--- config.mk ---
export PLATFORM = sky130hd
export DESIGN_NAME = edge_irq_detect
export DESIGN_NICKNAME = d
export VERILOG_FILES = /design/src/rtl/edge_irq_pkg.sv /design/src/rtl/edge_irq_chan.sv /design/src/rtl/edge_irq_status.sv /design/src/rtl/edge_irq_detect.sv
export SDC_FILE = /design/constraint.sdc
export NUM_CORES = 1
export LEC_CHECK = 0
export CAP_MARGIN = 25
export CELL_PAD_IN_SITES_DETAIL_PLACEMENT = 0
export CELL_PAD_IN_SITES_GLOBAL_PLACEMENT = 1
export CORE_ASPECT_RATIO = 0.7
export CORE_UTILIZATION = 42
export DETAILED_ROUTE_END_ITERATION = 12
export PLACE_DENSITY = 0.88
export SLEW_MARGIN = 40
export SYNTH_ARGS = -nofsm -noshare
export SYNTH_HDL_FRONTEND = slang
export SYNTH_SLANG_ARGS = --single-unit
--- constraint.sdc ---
create_clock -name clk_i -period 2.36 [get_ports clk_i]
set_input_delay 0.472 -clock clk_i [delete_from_list [all_inputs] [get_ports clk_i]]
set_output_delay 0.472 -clock clk_i [all_outputs]
set_load 0.005 [all_outputs]
--- src/rtl/edge_irq_pkg.sv ---
package edge_irq_pkg;

    // Debounce state of one pin channel
    typedef enum logic {
        CH_IDLE = 1'b0,   // pin agrees with accepted level
        CH_QUAL = 1'b1    // candidate change being timed
    } ch_mode_e;

endpackage

--- src/rtl/edge_irq_chan.sv ---
module edge_irq_chan
    import edge_irq_pkg::*;
#(
    parameter int   CNT_W      = 16,
    parameter logic IDLE_LEVEL = 1'b1
) (
    input  logic             clk_i,
    input  logic             rst_ni,
    input  logic             pin_i,
    input  logic             fall_en_i,
    input  logic             rise_en_i,
    input  logic [CNT_W-1:0] debounce_i,
    output logic             fall_hit_o,
    output logic             rise_hit_o
);

    typedef struct packed {
        ch_mode_e         mode;
        logic             level;
        logic [CNT_W-1:0] cnt;
    } chan_state_t;

    chan_state_t st_d, st_q;
    logic        fall_hit_d, rise_hit_d;

    always_comb begin
        st_d       = st_q;
        fall_hit_d = 1'b0;
        rise_hit_d = 1'b0;
        unique case (st_q.mode)
            CH_IDLE: begin
                if (pin_i != st_q.level) begin
                    st_d.mode = CH_QUAL;
                    st_d.cnt  = '0;
                end
            end
            CH_QUAL: begin
                if (pin_i == st_q.level) begin
                    // glitch: drop the candidate
                    st_d.mode = CH_IDLE;
                end else if (st_q.cnt >= debounce_i) begin
                    st_d.mode  = CH_IDLE;
                    st_d.level = pin_i;
                    fall_hit_d = ~pin_i & fall_en_i;
                    rise_hit_d =  pin_i & rise_en_i;
                end else begin
                    st_d.cnt = st_q.cnt + CNT_W'(1);
                end
            end
            default: st_d.mode = CH_IDLE;
        endcase
    end

    always_ff @(posedge clk_i or negedge rst_ni) begin
        if (!rst_ni) begin
            st_q <= '{mode: CH_IDLE, level: IDLE_LEVEL, cnt: '0};
        end else begin
            st_q <= st_d;
        end
    end

    assign fall_hit_o = fall_hit_d;
    assign rise_hit_o = rise_hit_d;

endmodule

--- src/rtl/edge_irq_status.sv ---
module edge_irq_status #(
    parameter int WIDTH = 12
) (
    input  logic             clk_i,
    input  logic             rst_ni,
    input  logic [WIDTH-1:0] set_i,
    input  logic             clr_valid_i,
    input  logic [WIDTH-1:0] clr_mask_i,
    output logic [WIDTH-1:0] status_o,
    output logic             irq_o
);

    typedef struct packed {
        logic [WIDTH-1:0] bits;
        logic             irq;
    } stat_t;

    stat_t            s_d, s_q;
    logic [WIDTH-1:0] clr_eff;

    always_comb begin
        clr_eff  = clr_valid_i ? clr_mask_i : '0;
        // set has priority over a clear in the same cycle
        s_d.bits = (s_q.bits & ~clr_eff) | set_i;
        s_d.irq  = |s_d.bits;
    end

    always_ff @(posedge clk_i or negedge rst_ni) begin
        if (!rst_ni) begin
            s_q <= '0;
        end else begin
            s_q <= s_d;
        end
    end

    assign status_o = s_q.bits;
    assign irq_o    = s_q.irq;

endmodule

--- src/rtl/edge_irq_detect.sv ---
module edge_irq_detect #(
    parameter int                NUM_IN     = 6,
    parameter int                CNT_W      = 16,
    parameter logic [NUM_IN-1:0] IDLE_LEVEL = '1
) (
    input  logic                  clk_i,
    input  logic                  rst_ni,
    input  logic [NUM_IN-1:0]     cfg_fall_en_i,
    input  logic [NUM_IN-1:0]     cfg_rise_en_i,
    input  logic [CNT_W-1:0]      cfg_debounce_i,
    input  logic                  clr_valid_i,
    input  logic [2*NUM_IN-1:0]   clr_mask_i,
    input  logic [NUM_IN-1:0]     pins_i,
    output logic [2*NUM_IN-1:0]   status_o,
    output logic                  irq_o
);

    localparam int StatW = 2 * NUM_IN;

    logic [NUM_IN-1:0] fall_hit;
    logic [NUM_IN-1:0] rise_hit;
    logic [StatW-1:0]  set_vec;

    for (genvar g = 0; g < NUM_IN; g++) begin : g_chan
        edge_irq_chan #(
            .CNT_W      (CNT_W),
            .IDLE_LEVEL (IDLE_LEVEL[g])
        ) i_chan (
            .clk_i      (clk_i),
            .rst_ni     (rst_ni),
            .pin_i      (pins_i[g]),
            .fall_en_i  (cfg_fall_en_i[g]),
            .rise_en_i  (cfg_rise_en_i[g]),
            .debounce_i (cfg_debounce_i),
            .fall_hit_o (fall_hit[g]),
            .rise_hit_o (rise_hit[g])
        );
    end

    assign set_vec = {rise_hit, fall_hit};

    edge_irq_status #(
        .WIDTH (StatW)
    ) i_status (
        .clk_i       (clk_i),
        .rst_ni      (rst_ni),
        .set_i       (set_vec),
        .clr_valid_i (clr_valid_i),
        .clr_mask_i  (clr_mask_i),
        .status_o    (status_o),
        .irq_o       (irq_o)
    );

endmodule

# Word level (Yosys, flattened, before mapping)
# Index checks and enable logic that the tools add are counted.
[word_totals] regBits=121 inputBits=49 wordCells=193
[op_classes] add_sub_neg=6 order_cmp=6 n_eq_ne=30 muxes=85 bitwise_logic=33 n_reduce_logical=13
[op_table] cell="2-to-1 mux 16 bit" count=18
[op_table] cell="case mux 16 bit (2 select lines)" count=6
[op_table] cell="adder 16 x 1 -> 16 bit, second input constant" count=6
[op_table] cell=">= comparator 16 bit" count=6
[op_table] cell="2-to-1 mux 1 bit" count=48
[op_table] cell="AND reduction 3 bit" count=12
[op_table] cell="inequality test 2 bit, second input constant" count=12
[op_table] cell="inverter 1 bit" count=18
[op_table] cell="AND 1 bit" count=12
[op_table] cell="AND 12 bit" count=1
[op_table] cell="2-to-1 mux 12 bit" count=1
[op_table] cell="2-to-1 mux 2 bit" count=6
[op_table] cell="inequality test 2 x 1 -> 1 bit, second input constant" count=6
[op_table] cell="inverter 12 bit" count=1
[op_table] cell="OR 12 bit" count=1
[op_table] cell="case mux 1 bit (2 select lines)" count=6
[op_table] cell="OR reduction 12 bit" count=1
[op_table] cell="== test 1 bit" count=6
[op_table] cell="inequality test 1 bit" count=6

# Depth between registers and ports, before layout
[depth] word_depth=7 depth_mapped=10

# Cells and area by module
# Synthesis repeated with hierarchy kept, for this count alone.
[unflattened] cells_unflattened=1050 area_unflattened_um2=9248.9
[modules_own_cells] mod="edge_irq_chan" n_inst=6 cells_each=168 area_each_um2=1457.6 seq_area_each_um2=451.7
[modules_own_cells] mod="edge_irq_status" n_inst=1 cells_each=42 area_each_um2=503.0 seq_area_each_um2=325.3

# Worst setup path after synthesis
# OpenSTA, ideal clock, no wires.
[synth_path] path_kind="in2reg" start="in cfg_debounce_i[1]" end="reg g_chan[3].i_chan.st_q[15] in the netlist's numbering" arrival_time_ps=2484 required_time_ps=2282 path_slack_ps=-202 stages=9 path_buffers=1 cell_sequence="inv_1 > ha_1 > nor2b_1 > o211a_1 > o311ai_2 > o2111ai_2 > buf_2 > or4_1 > a21oi_1"
[synth_via] elab_chain_cells=3
[synth_lines] item="start: declaration" line_no="edge_irq_detect.sv:10" rtl="input logic [CNT_W-1:0] cfg_debounce_i,"
[synth_lines] item=">= comparator 16 bit" line_no="edge_irq_chan.sv:41" rtl="end else if (st_q.cnt >= debounce_i) begin"
[synth_lines] item="inequality test 2 bit (no line)"
[synth_lines] item="AND reduction 3 bit (no line)"
[synth_lines] item="end signal: assignment" line_no="edge_irq_chan.sv:56" rtl="st_q <= '{mode: CH_IDLE, level: IDLE_LEVEL, cnt: '0};"
[synth_lines] item="end signal: assignment" line_no="edge_irq_chan.sv:58" rtl="st_q <= st_d;"
[synth_lines] item="end: declaration" line_no="edge_irq_chan.sv:23" rtl="chan_state_t st_d, st_q;"
# Every way passes these cells.
# A chain may end at the register's enable or synchronous reset.

# Final worst setup path
[layout_path] start="reg g_chan[5].i_chan.st_q[10] in the netlist's numbering" end="reg g_chan[5].i_chan.st_q[5] in the netlist's numbering"
[layout_via] elab_chain_cells=3
[layout_lines] item="start: declaration" line_no="edge_irq_chan.sv:23"
[layout_lines] item="start signal: assignment" line_no="edge_irq_chan.sv:56"
[layout_lines] item="start signal: assignment" line_no="edge_irq_chan.sv:58"
[layout_lines] item=">= comparator 16 bit" line_no="edge_irq_chan.sv:41"
[layout_lines] item="inequality test 2 bit (no line)"
[layout_lines] item="AND reduction 3 bit (no line)"
# Every way passes these cells.

==> flow_metrics.tcl <==
set metrics [dict create \
    status "finished, violations left" \
    violations "negative setup slack" \
    setup_ws_ps -142 \
    cp-end-kind "flop" \
    fin_skew_ps 9.47 \
    drtIter0Drc 837 \
    drtPass1Iterations 5 \
    path_max_fanout 8 \
    setup_viol 34 \
    syn_avg_cell_area_um2 8.88 \
    synth.area.top_cells "dfrtp_1, ha_1, a21oi_1, nand2_1, o31ai_1" \
    clk_pin_slew_ps 60 \
    final_common_cell "buf_4" \
    fmax_mhz 400 \
    drive_above_1_share_pct 44.7 \
    startpoint_type "flop" \
    numPortBuffers 61 \
    hold_violations 0 \
    cts-root-buf "clkbuf_16" \
    drv_slew 0 \
    mostFrequentLayoutCells "buf_4, nand2_1, dfrtp_1" \
    cts_hold_buf 0 \
    yosys_warnings 0 \
    overflow 0 \
    synth_edf_count 0 \
    via_per_inst 6.09 \
    synthFlopType "dfrtp_1" \
    antenna_cells 0 \
    htreeDepth 4 \
    clk_latency_ps 440 \
    die_h_um 121 \
    place_hpwl_um 19500 \
    vias 9163 \
    yosysTopAreaCell "dfrtp_1" \
    p_leak_nw 5.58 \
    ir_drop_mv 0.479 \
    ios 62 \
    fin_crit_sh_pct 106 \
    dp.cells 1400 \
    core_um2 19300 \
    die_w_um 171 \
    synth-async-reset-ratio_pct 100 \
    track_usage_pct 28.9 \
    power_density_nw_per_um2 592 \
    synth_cells 950 \
    yosysTopAreaCellShare_pct 34.1 \
    synth-seq-cells 121 \
    ant_nets 0 \
    grt_pass1_wl_um 45700 \
    maxCapViolCount 0 \
    path_class "flop to flop" \
    min_path_type "primary input to asynchronous set/reset pin" \
    synth_cell_types 62 \
    worstMarginPinSlew_ps 964 \
    rows 42 \
    start_util_pct 43.7 \
    instances_no_fill 1504 \
    avgRoutedWirePerCell_um 20.7 \
    area_growth_pct 61.3 \
    grt_pass1_vias 8544 \
    grt_max_degree 43 \
    critPathArrivalTime_ps 2860 \
    yosysSeqAreaShare_pct 36.0 \
    crit_required_ps 2720 \
    nets 1378 \
    syn_area_um2 8430 \
    place_congestion 0.881 \
    rsz0062_at_grt "yes" \
    timing.slew.headroom_pct 35.7 \
    cts_buffer_depth 2 \
    syn-num-nets 1101 \
    route.detailed.drc 0 \
    clock_sinks 121 \
    cts_tree "yes" \
    setup_tns_ps -2280 \
    grt_antenna_before_repair 0 \
    cts_made_buffers 17 \
    routed_wl_um 31200 \
    dieArea_um2 20700 \
    fin_crit_ps 2500 \
    worst_hold_slack_ps 48.6 \
]
==> where the power goes <==
part | switching [mW] | total [mW] | internal, mW
clock | 1.09 | 2.60 | 1.51
combinational | 1.56 | 3.03 | 1.47
sequential | 0.170 | 2.42 | 2.25
total | 2.82 | 8.05 | 5.23
==> area by class of cell <==
| cell class | count | area [um^2] |
|---|---|---|
| clock buffers | 19 | 453 |
| clock inverters | 13 | 121 |
| fillers | 1334 | 5690 |
| inverters | 51 | 225 |
| multi-input cells | 751 | 6690 |
| flip-flops and latches | 121 | 3040 |
| well taps | 264 | 330 |
| repair buffers | 285 | 2730 |
==> metrics by stage <==
step / cell area [um^2] / util, % / worst slack (ps) / total power [mW]
finish: 13600 / 70.5 / -142 / 8.05
global route: 13600 / 70.5 / -227 / 8.39
CTS: 12400 / 64.3 / -168 / 7.56
detailed placement: 10700 / 55.3 / -1090 / 4.36
global placement: 10600 / 55.2 / -913 / 4.29
floorplan: 8600 / - / -113 / 3.51
==> critical path, cell delays in order (launching register included) <==
cell	delay [ps]
dfrtp_1	380
ha_1	300
and2_4	150
a221o_1	360
a211oi_2	290
a31oi_4	140
buf_12	160
or4_4	480
a21oi_2	150
==> routing by layer <==
metal  wire (um)  share of wire [%]  track usage (%)
met1       13500                 43             40.6
met2       14300                 46             43.2
met3        2150                6.9             6.15
met4        1240                4.0             11.4
met5           0                  0                0
==> what timing repair did <==
item,in CTS,in global routing
gates resized for setup,182,228
pin swaps,86,105
buffers inserted,44,24
setup endpoints to repair,121,99
gates cloned,7,1
==> path summary, 6_finish.rpt <==
check / start / end / slack, ps / cells past startpoint
max in group asynchronous: rst_ni / g_chan[1].i_chan.st_q[16] / 1600 / 2
hold reg to reg: g_chan[3].i_chan.st_q[16] / g_chan[3].i_chan.st_q[16] / 490 / 2
setup / recovery: g_chan[5].i_chan.st_q[10] / g_chan[5].i_chan.st_q[5] / -140 / 8
min in group clk_i: g_chan[3].i_chan.st_q[16] / g_chan[3].i_chan.st_q[16] / 490 / 2
hold / removal: rst_ni / g_chan[2].i_chan.st_q[5] / 50 / 1
setup reg to reg: g_chan[5].i_chan.st_q[10] / g_chan[5].i_chan.st_q[5] / -140 / 8
==> Yosys cell counts, drive strengths merged, types with 5 or more instances <==
library cell / instances
nor3: 8
nand2b: 8
nand4: 20
buf: 9
nand2: 116
inv: 50
a211oi: 6
a31oi: 5
nand3: 39
dfrtp: 115
a21oi: 110
o31ai: 54
and3: 12
or4: 56
clkbuf: 19
dfstp: 6
a21o: 8
nor2: 33
xnor2: 7
or3: 31
nor2b: 6
o21ai: 64
ha: 102
==> cells by family after synthesis <==
family | synth area share [%]
AND/OR/NAND/NOR | 22.0
AO/OA/AOI/OAI | 21.4
flip-flops | 36.0
adder cells (fa/ha/maj) | 15.1
buffers and inverters | 3.63
XOR/XNOR | 0.935
multiplexers | 0.890
==> registers in the layout, summed over array words and instances (netlist names) <==
| signal | count |
|---|---|
| i_status.irq_o | 1 |
| i_status.status_o | 12 |
| g_chan.i_chan.st_q | 108 |
(Power assumes the default switching activity.)
